**src/rtl/relmsg_pkg.sv**
```systemverilog
package relmsg_pkg;

  typedef enum logic [1:0] {
    PKT_NONE = 2'b00,
    PKT_MSG  = 2'b01,
    PKT_CONF = 2'b10
  } pkt_kind_e;

  // strobes from control to datapath, one handshake each
  typedef struct packed {
    logic allocEn;   // store the offered message
    logic sendMsg;   // MSG packet taken by the network
    logic sendConf;  // CONF packet taken by the network
    logic ackTake;   // ACK accepted this cycle
  } strobe_t;

endpackage

```
**src/rtl/relmsg_pick.sv**
```systemverilog
module relmsg_pick #(
  parameter int N  = 8,
  parameter int IW = 3
) (
  input  logic [N-1:0]  vec,
  output logic          found,
  output logic [IW-1:0] idx
);
  // lowest set bit wins
  always_comb begin
    found = 1'b0;
    idx   = '0;
    for (int i = N - 1; i >= 0; i--) begin
      if (vec[i]) begin
        found = 1'b1;
        idx   = IW'(i);
      end
    end
  end
endmodule

```
**src/rtl/relmsg_ctrl.sv**
```systemverilog
module relmsg_ctrl
  import relmsg_pkg::*;
#(
  parameter int ENTRIES = 8,
  parameter int IDX_W   = 3
) (
  input  logic [ENTRIES-1:0] liveVec,
  input  logic [ENTRIES-1:0] dueVec,
  input  logic               confPending,
  input  logic               exhausted,
  input  logic               reqValid,
  input  logic               ackValid,
  input  logic               pktReady,
  output logic               reqReady,
  output logic               ackReady,
  output logic               pktValid,
  output pkt_kind_e          pktKind,
  output strobe_t            strobe,
  output logic [IDX_W-1:0]   allocIdx,
  output logic [IDX_W-1:0]   sendIdx
);
  logic freeFound, dueFound;

  relmsg_pick #(.N(ENTRIES), .IW(IDX_W)) u_freePick (
    .vec(~liveVec), .found(freeFound), .idx(allocIdx)
  );

  relmsg_pick #(.N(ENTRIES), .IW(IDX_W)) u_duePick (
    .vec(dueVec & liveVec), .found(dueFound), .idx(sendIdx)
  );

  assign reqReady = freeFound && !exhausted;
  assign ackReady = !confPending;
  assign pktValid = confPending || dueFound;

  always_comb begin
    if (confPending)   pktKind = PKT_CONF;
    else if (dueFound) pktKind = PKT_MSG;
    else               pktKind = PKT_NONE;
  end

  always_comb begin
    strobe.allocEn  = reqValid && reqReady;
    strobe.ackTake  = ackValid && ackReady;
    strobe.sendConf = confPending && pktReady;
    strobe.sendMsg  = !confPending && dueFound && pktReady;
  end
endmodule

```
**src/rtl/relmsg_dp.sv**
```systemverilog
module relmsg_dp
  import relmsg_pkg::*;
#(
  parameter int ENTRIES      = 8,
  parameter int IDX_W        = 3,
  parameter int ID_W         = 48,
  parameter int NODE_W       = 10,
  parameter int SID_W        = 6,
  parameter int DATA_W       = 32,
  parameter int RETRY_W      = 4,
  parameter int CNT_W        = 16,
  parameter int BACKOFF_BASE = 16,
  parameter int BACKOFF_STEP = 8
) (
  input  logic                clk,
  input  logic                rst_n,
  input  strobe_t             strobe,
  input  logic [IDX_W-1:0]    allocIdx,
  input  logic [IDX_W-1:0]    sendIdx,
  input  pkt_kind_e           pktKind,
  input  logic [NODE_W-1:0]   myNode,
  input  logic [NODE_W-1:0]   reqDest,
  input  logic [DATA_W-1:0]   reqData,
  input  logic [NODE_W-1:0]   ackSrc,
  input  logic [ID_W-1:0]     ackId,
  input  logic [SID_W-1:0]    ackSid,
  input  logic                flushDone,
  output logic [ENTRIES-1:0]  liveVec,
  output logic [ENTRIES-1:0]  dueVec,
  output logic                confPending,
  output logic                exhausted,
  output logic [NODE_W-1:0]   pktDest,
  output logic [NODE_W-1:0]   pktSrc,
  output logic [ID_W-1:0]     pktId,
  output logic [SID_W-1:0]    pktSid,
  output logic [DATA_W-1:0]   pktData
);
  logic [NODE_W-1:0] destArr [ENTRIES];
  logic [ID_W-1:0]   idArr   [ENTRIES];
  logic [DATA_W-1:0] dataArr [ENTRIES];
  logic [ENTRIES-1:0] matchVec;

  logic [ID_W-1:0]   idNext;
  logic [NODE_W-1:0] confDest;
  logic [SID_W-1:0]  confSid;

  for (genvar i = 0; i < ENTRIES; i++) begin : g_ent
    logic              liveQ, dueQ;
    logic [NODE_W-1:0] destQ;
    logic [ID_W-1:0]   idQ;
    logic [DATA_W-1:0] dataQ;
    logic [RETRY_W-1:0] retryQ;
    logic [CNT_W-1:0]  cntQ;
    logic [CNT_W-1:0]  waitVal;
    logic allocHit, freeHit, sendHit;

    assign allocHit    = strobe.allocEn && (allocIdx == IDX_W'(i));
    assign matchVec[i] = liveQ && (destQ == ackSrc) && (idQ == ackId);
    assign freeHit     = strobe.ackTake && matchVec[i];
    assign sendHit     = strobe.sendMsg && (sendIdx == IDX_W'(i));
    // gap after this send, minus the cycle spent setting the due flag
    assign waitVal = CNT_W'(BACKOFF_BASE) + CNT_W'(BACKOFF_STEP) * CNT_W'(retryQ) - CNT_W'(1);

    always_ff @(posedge clk or negedge rst_n) begin
      if (!rst_n) begin
        liveQ  <= 1'b0;
        dueQ   <= 1'b0;
        destQ  <= '0;
        idQ    <= '0;
        dataQ  <= '0;
        retryQ <= '0;
        cntQ   <= '0;
      end else if (allocHit) begin
        liveQ  <= 1'b1;
        dueQ   <= 1'b1;
        destQ  <= reqDest;
        idQ    <= idNext;
        dataQ  <= reqData;
        retryQ <= '0;
        cntQ   <= '0;
      end else if (freeHit) begin
        liveQ <= 1'b0;
        dueQ  <= 1'b0;
      end else if (sendHit) begin
        dueQ <= 1'b0;
        cntQ <= waitVal;
        if (retryQ != '1) retryQ <= retryQ + 1'b1;
      end else if (liveQ && !dueQ) begin
        if (cntQ <= CNT_W'(1)) dueQ <= 1'b1;
        else                   cntQ <= cntQ - 1'b1;
      end
    end

    assign liveVec[i] = liveQ;
    assign dueVec[i]  = dueQ;
    assign destArr[i] = destQ;
    assign idArr[i]   = idQ;
    assign dataArr[i] = dataQ;
  end

  // ID counter: never wraps, waits for a network flush instead
  always_ff @(posedge clk or negedge rst_n) begin
    if (!rst_n) begin
      idNext    <= '0;
      exhausted <= 1'b0;
    end else if (exhausted) begin
      if (flushDone) begin
        exhausted <= 1'b0;
        idNext    <= '0;
      end
    end else if (strobe.allocEn) begin
      if (idNext == '1) exhausted <= 1'b1;
      else              idNext    <= idNext + 1'b1;
    end
  end

  // single CONF holding register
  always_ff @(posedge clk or negedge rst_n) begin
    if (!rst_n) begin
      confPending <= 1'b0;
      confDest    <= '0;
      confSid     <= '0;
    end else if (strobe.ackTake) begin
      confPending <= 1'b1;
      confDest    <= ackSrc;
      confSid     <= ackSid;
    end else if (strobe.sendConf) begin
      confPending <= 1'b0;
    end
  end

  always_comb begin
    pktDest = '0;
    pktSrc  = '0;
    pktId   = '0;
    pktSid  = '0;
    pktData = '0;
    case (pktKind)
      PKT_CONF: begin
        pktDest = confDest;
        pktSid  = confSid;
      end
      PKT_MSG: begin
        pktDest = destArr[sendIdx];
        pktSrc  = myNode;
        pktId   = idArr[sendIdx];
        pktData = dataArr[sendIdx];
      end
      default: ;
    endcase
  end
endmodule

```
**src/rtl/relmsg_sender.sv**
```systemverilog
module relmsg_sender
  import relmsg_pkg::*;
#(
  parameter int ENTRIES      = 8,
  parameter int ID_W         = 48,
  parameter int NODE_W       = 10,
  parameter int SID_W        = 6,
  parameter int DATA_W       = 32,
  parameter int RETRY_W      = 4,
  parameter int CNT_W        = 16,
  parameter int BACKOFF_BASE = 16,
  parameter int BACKOFF_STEP = 8
) (
  input  logic              clk,
  input  logic              rst_n,
  input  logic [NODE_W-1:0] myNode,
  input  logic              reqValid,
  output logic              reqReady,
  input  logic [NODE_W-1:0] reqDest,
  input  logic [DATA_W-1:0] reqData,
  input  logic              ackValid,
  output logic              ackReady,
  input  logic [NODE_W-1:0] ackSrc,
  input  logic [ID_W-1:0]   ackId,
  input  logic [SID_W-1:0]  ackSid,
  output logic              pktValid,
  input  logic              pktReady,
  output logic [1:0]        pktKind,
  output logic [NODE_W-1:0] pktDest,
  output logic [NODE_W-1:0] pktSrc,
  output logic [ID_W-1:0]   pktId,
  output logic [SID_W-1:0]  pktSid,
  output logic [DATA_W-1:0] pktData,
  output logic              flushReq,
  input  logic              flushDone
);
  localparam int IDX_W = (ENTRIES > 1) ? $clog2(ENTRIES) : 1;

  strobe_t            strobe;
  pkt_kind_e          kindInt;
  logic [ENTRIES-1:0] liveVec, dueVec;
  logic               confPending, exhausted;
  logic [IDX_W-1:0]   allocIdx, sendIdx;

  relmsg_ctrl #(.ENTRIES(ENTRIES), .IDX_W(IDX_W)) u_ctrl (
    .liveVec(liveVec), .dueVec(dueVec), .confPending(confPending),
    .exhausted(exhausted), .reqValid(reqValid), .ackValid(ackValid),
    .pktReady(pktReady), .reqReady(reqReady), .ackReady(ackReady),
    .pktValid(pktValid), .pktKind(kindInt), .strobe(strobe),
    .allocIdx(allocIdx), .sendIdx(sendIdx)
  );

  relmsg_dp #(
    .ENTRIES(ENTRIES), .IDX_W(IDX_W), .ID_W(ID_W), .NODE_W(NODE_W),
    .SID_W(SID_W), .DATA_W(DATA_W), .RETRY_W(RETRY_W), .CNT_W(CNT_W),
    .BACKOFF_BASE(BACKOFF_BASE), .BACKOFF_STEP(BACKOFF_STEP)
  ) u_dp (
    .clk(clk), .rst_n(rst_n), .strobe(strobe), .allocIdx(allocIdx),
    .sendIdx(sendIdx), .pktKind(kindInt), .myNode(myNode),
    .reqDest(reqDest), .reqData(reqData), .ackSrc(ackSrc), .ackId(ackId),
    .ackSid(ackSid), .flushDone(flushDone), .liveVec(liveVec),
    .dueVec(dueVec), .confPending(confPending), .exhausted(exhausted),
    .pktDest(pktDest), .pktSrc(pktSrc), .pktId(pktId), .pktSid(pktSid),
    .pktData(pktData)
  );

  assign pktKind  = kindInt;
  assign flushReq = exhausted;
endmodule

```
**config.mk**
```make
export PLATFORM = sky130hd
export DESIGN_NAME = relmsg_sender
export DESIGN_NICKNAME = d
export VERILOG_FILES = /design/src/rtl/relmsg_pkg.sv /design/src/rtl/relmsg_pick.sv /design/src/rtl/relmsg_ctrl.sv /design/src/rtl/relmsg_dp.sv /design/src/rtl/relmsg_sender.sv
export SDC_FILE = /design/constraint.sdc
export NUM_CORES = 2
export LEC_CHECK = 0
export BUFFER_PORTS_ARGS = -buffer_cell sky130_fd_sc_hd__buf_4
export CAP_MARGIN = 20
export CORE_MARGIN = 2
export CORE_UTILIZATION = 68
export DETAILED_ROUTE_END_ITERATION = 6
export PLACE_DENSITY = 0.95
export SYNTH_ARGS = -nofsm -noshare
export SYNTH_HDL_FRONTEND = slang
export SYNTH_SLANG_ARGS = --single-unit
```
**constraint.sdc**
```tcl
create_clock -name clk -period 4.9 [get_ports clk]
set_input_delay 0.735 -clock clk [delete_from_list [all_inputs] [get_ports clk]]
set_output_delay 0.735 -clock clk [all_outputs]
set_load 0.02 [all_outputs]
```
[Yosys cells after proc, flatten, opt, wreduce, memory -nomap -nowiden]
Cells that the tools add are included.
Storage, ports and cells
  register bits: 962
  output and inout bits: 112
  logic and storage cells: 493
Operators by class
  add/sub/neg operators: 33
  order comparisons: 9
  equal/unequal tests: 59
  multiplexer cells: 186
  bitwise operators: 3
  reductions and logical operators: 142
Operator list (count)
  16-bit two-way mux: 40
  48-bit equality test: 8
  48-bit two-way mux: 7
  16-bit by 1-bit subtractor with 16-bit output (second input constant): 16
  48-bit binary-select mux with 3-bit select: 1
  16-bit by 1-bit <= comparator with 1-bit output (second input constant): 8
  4-bit two-way mux: 32
  32-bit binary-select mux with 3-bit select: 1
  32-bit two-way mux: 3
  10-bit equality test: 8
  1-bit two-way mux: 79
  5-bit by 7-bit adder with 8-bit output (first input constant): 8
  4-bit nonzero test: 16
  1-bit logical AND: 54
  2-bit nonzero test: 26
  3-bit AND reduction: 17
  48-bit by 1-bit adder with 48-bit output (second input constant): 1
  48-bit equality test (second input constant): 1
  3-bit two-way mux: 16
  4-bit by 1-bit adder with 4-bit output (second input constant): 8
  4-bit inequality test (second input constant): 8
  10-bit binary-select mux with 3-bit select: 1
  10-bit two-way mux: 3
  3-bit equality test (second input constant): 8
  other kinds (19): 62

[Depth between registers and ports, before layout]
  depth after elaboration: 15
  depth in mapped cells: 11
  depth with buffers taken out: 8

[Cells and area by module]
A second synthesis with hierarchy kept.
Unflattened totals
  cell total of the unflattened synthesis: 6188
  area, all modules: 54412.2 sq um
Modules (own cells, without submodules)
  relmsg_dp: instances 1, cells each 6137, area each 54111.9 sq um, sequential area each 24073.1 sq um
  relmsg_pick: instances 2, cells each 13, area each 80.1 sq um, sequential area each 0.0 sq um
  relmsg_ctrl: instances 1, cells each 25, area each 140.1 sq um, sequential area each 0.0 sq um

[Least setup slack after synthesis]
Ideal clock, no wire load.
  path kind: register -> output
  start: register u_dp.g_ent[3].liveQ
  end: output port pktData[20]
  arrival: 2519 ps
  slack: 1646 ps
  cell stages (with the launch flop): 12
  buffers on the path: 4
  cell sequence: dfrtp_1 clkbuf_1 a22o_1 a31oi_1 or2_2 clkbuf_1 clkbuf_1 buf_1 nand2_1 and3_1 a31oi_1 a32o_1
On the way
  longest elaborated chain between the ends: 10
  elaborated cells on any way between the ends: 17
  classes of those cells: eq/ne (1); mux (14); bitwise (2)
Ends and longest elaborated chain
  from (decl): line relmsg_dp.sv:48  | logic liveQ, dueQ;
  from (signal assigned): line relmsg_dp.sv:66  | liveQ <= 1'b0;
  from (signal assigned): line relmsg_dp.sv:74  | liveQ <= 1'b1;
  from (signal assigned): line relmsg_dp.sv:82  | liveQ <= 1'b0;
  8-bit bitwise AND (*): line relmsg_ctrl.sv:29  | .vec(dueVec & liveVec), .found(dueFound), .idx(sendIdx)
  3-bit two-way mux (4 in series): line relmsg_pick.sv:14  | if (vec[i]) begin
  3-bit NOT with 4-bit output (not written as such): line relmsg_dp.sv:147  | pktData = dataArr[sendIdx];
  32-bit binary-select mux with 3-bit select: line relmsg_dp.sv:147
  32-bit two-way mux (not written as such) (2 in series): line relmsg_dp.sv:147
  32-bit two-way mux (*): line relmsg_dp.sv:138  | case (pktKind)
  to (decl): line relmsg_sender.sv:33  | output logic [DATA_W-1:0] pktData,
Mark *: on every way between the ends. The rest lies on a longest branch, timed or not. The select of a mux whose other input is x is not followed.

[Worst setup path after layout]
  start: register u_dp.g_ent[3].liveQ
  end: output port pktId[25]
On the way
  longest elaborated chain between the ends: 10
  elaborated cells on any way between the ends: 17
  classes of those cells: eq/ne (1); mux (14); bitwise (2)
Ends and longest elaborated chain
  8-bit bitwise AND (*): line relmsg_ctrl.sv:29
  3-bit two-way mux (4 in series): line relmsg_pick.sv:14
  3-bit NOT with 4-bit output (not written as such): line relmsg_dp.sv:146  | pktId = idArr[sendIdx];
  48-bit binary-select mux with 3-bit select: line relmsg_dp.sv:146
  48-bit two-way mux (not written as such) (2 in series): line relmsg_dp.sv:146
  48-bit two-way mux (*): line relmsg_dp.sv:138
  to (decl): line relmsg_sender.sv:31  | output logic [ID_W-1:0] pktId,
Marked as above.

==> key figures <==
Run status
  – Status: finished, violations left
  – Failing checks: DRC, setup timing

Layout
  – Share of cells above drive strength 1: 8.78%
  – # fillers: 5316
  – P&R area growth vs syn: 11.3%
  – Layout Nets: 6942
  – Utilization after layout: 76.1%
  – Storage cell area: 24100 um2
  – Final Instance Area: 59900 um2
  – Multi-input logic area: 27500 um2
  – Commonest non-fill, non-tap cells in the layout: nand2_1 (2902), dfrtp_1 (962), buf_4 (308)
  – Commonest non-fill, non-tap cell in the layout: nand2_1

Synthesis
  – Largest family of logic cells by synthesized area: simple AND/OR/NAND/NOR gates
  – Post-Synth XOR/XNOR Area: 8.48%
  – Cell count after synthesis: 6842
  – Adder-cell area share of the yosys netlist: 1.33%
  – Simple-Gate Fraction of Synth Area: 30.3%
  – Synth unique cells: 69
  – Post-Syn Area per Cell: 7.86 um2
  – Post-synth EDFFs: 0
  – Sequential share of the synthesized area: 44.7%
  – Synth Cell Area: 53800 um2
  – Top FF cell, synth: dfrtp_1
  – Complex-gate fraction of the synthesized area: 9.58%
  – Mapped Nets: 7021
  – Multiplexer share of the synthesized area: 1.07%
  – Ys Warns: 0
  – Yosys reg bits: 962
  – Async set-or-reset flop fraction in the synthesized netlist: 100%

STA
  – Hold slack: 0.0815 ns
  – Relative slew slack: 12.9%
  – Setup Viol. Count Final: 1
  – RSZ-0062 raised after global routing: false
  – Final hold vios: 0
  – Fin crit share: 101%
  – Fmax: 202 MHz
  – Tmin final: 4.95 ns
  – Setup WS post-layout: -0.0483 ns
  – Worst-Margin Slew: 1.31 ns
  – Max-slew violations: 0
  – Setup TNS: -0.0483 ns
  – Worst clock skew: 0.0777 ns

Pwr
  – Peak supply drop: 0.900 mV
  – Leakage power: 29.6 nW
  – P per Cell Area: 581 nW/um2

Floorplanning
  – Io pins: 234
  – Num rows: 103
  – Die area: 81400 um2
  – Die width: 285 um
  – Die Y-Extent: 285 um
  – Initial Util: 68.4%
  – Core area: 78600 um2

Clock tree
  – CTS Buf Count: 102
  – CTS resizes: 0
  – CTS H-tree depth: 3
  – Hold-fix buffers, CTS: 0
  – CTS Root Buffer Type: clkbuf_16
  – Worst skew pair latency: 0.75 ns
  – CTS tree: done
  – CTS Buffer Depth: 3
  – Postcts setup bufs: 0
  – CTS clk-pin slew, worst paths: 0.07 ns
  – Clk sinks: 962

Critical path
  – Critical Path Sink Type: output port
  – Critical Path RT: 4.16 ns
  – Crit Path Category: reg2out
  – Critical Path Start Type: register
  – Crit path DAT: 4.21 ns
  – Max FO, Critical Path: 59

Global route
  – Vias in the first global route: 51900
  – Grt total ovfl: 0
  – GRT Total Usage: 53.7%
  – First-pass GRT wire length: 328 mm
  – Initial antenna violation count: 27
  – Largest net degree at the start of global routing: 124

Detailed routing
  – ANT nets after route: 0
  – Drt via density: 7.00
  – Vias: 55400
  – Routed wire per std cell: 28.1 um
  – Drt total wl: 222 mm
  – DR pass1 iterations: 7
  – DRT iter0 DRCs: 10400
  – Remaining DRCs: 19

Placed design
  – RD Place Congestion: 1.12
  – Post-Place Cell Area: 55900 um2
  – Port-buffer cells: 233
  – HPWL Detailed: 140 mm
  – Dpl ws: 1.09 ns

Job
  – Max Cap Violations: 0

Worst hold path
  – Hold Path Class: in2async
power breakdown:
group | total (mW) | internal [mW] | switching (mW)
logic | 14.9 | 4.53 | 10.4
registers | 11.1 | 9.47 | 1.64
clock network | 8.78 | 5.16 | 3.61
total | 34.8 | 19.2 | 15.6
cells by family (layout without fill, tap and decap cells):
family	count (synthesis)	after routing
buf+inv	585	592
simple gates	3891	3891
fa+ha+maj	57	57
mux	55	55
flops	962	962
xor+xnor	521	521
compound gates	771	771
other cells	0	14
cell usage after synthesis (8+ instances only):
library cell	instances	area [um2]
a32o_1	91	911
o211ai_1	15	113
or3_1	27	169
a31oi_1	123	769
ha_1	57	713
xor2_1	272	2380
a22o_1	38	333
mux2i_1	35	350
nor4_1	98	613
o41ai_1	10	87.6
nor3b_1	12	90.1
mux2_2	20	225
or4_1	19	143
clkbuf_1	417	1570
and2_1	28	175
xnor2_1	249	2180
o31ai_1	15	113
inv_1	62	233
nand2b_1	8	50.1
a31o_2	20	175
buf_1	37	139
o22a_1	9	78.8
and4_1	12	105
nand4_1	100	626
nand3_1	252	1260
a21o_1	10	75.1
a21oi_1	152	761
buf_2	22	110
nor3_1	79	395
dfrtp_1	962	24100
nand2_1	2903	10900
buf_4	44	330
o21ai_0	204	1020
o2bb2ai_1	33	289
and3_1	98	613
nor2_1	215	807
state kept, by name, summed over array words and instances (netlist names):
signal             count
u_dp.g_ent.cntQ      128
u_dp.confDest         10
u_dp.idNext           48
u_dp.exhausted         1
u_dp.g_ent.dataQ     256
u_dp.g_ent.liveQ       8
u_dp.confPending       1
u_dp.g_ent.dueQ        8
u_dp.confSid           6
u_dp.g_ent.idQ       384
u_dp.g_ent.destQ      80
u_dp.g_ent.retryQ     32
metal layers:
metal  part of all wire [%]  track usage (%)  vias to the layer above
li1                       -                -                    22400
met1                     33             67.2                    25700
met2                     40             72.9                     5607
met3                     18             26.4                     1639
met4                    9.2             36.4                       20
met5                   0.10            0.640                        -
per-stage QoR:
stage	std cells	total power [mW]
2_1_floorplan	6842	19.4
3_3_place_gp	7703	24.4
3_5_place_dp	7703	24.8
4_1_cts	7893	33.7
5_1_grt	7904	35.6
6_report	7913	34.8
worst max-delay path, stage by stage (launching register included):
cell and delay, ns:
dfrtp_1 0.50, and2_1 0.23, o21ai_0 0.53, or2_4 0.30, buf_4 0.65, nand2_1 0.13
and3_1 0.20, a31oi_1 0.20, a32o_1 0.43, buf_4 0.24
final timing paths:
| check | from | endpoint | slack, ns | cells past startpoint |
|---|---|---|---|---|
| worst min register to register | u_dp.g_ent[7].dataQ[25] | u_dp.g_ent[7].dataQ[25] | 0.48 | 2 |
| worst min-delay path | rst_n | u_dp.g_ent[4].idQ[8] | 0.08 | 1 |
| max in group asynchronous | rst_n | u_dp.g_ent[6].dataQ[14] | 3.53 | 2 |
| worst max-delay path | u_dp.g_ent[3].liveQ | pktId[25] | -0.05 | 9 |
| worst max register to register | u_dp.g_ent[0].liveQ | u_dp.g_ent[3].cntQ[3] | 1.00 | 8 |
| min in group clk | pktReady | u_dp.confPending | 0.22 | 2 |
layout make-up:
type,instances,share of cell area (%)
Inverter,63,0.395
Clock buffer,136,4.86
Timing Repair Buffer,339,4.85
Antenna cell,14,0.0585
Multi-Input combinational cell,5295,45.9
Clock inverter,54,1.49
Sequential cell,962,40.2
Tap cell,1050,2.19
No activity file was read; power rests on OpenSTA's default activity.
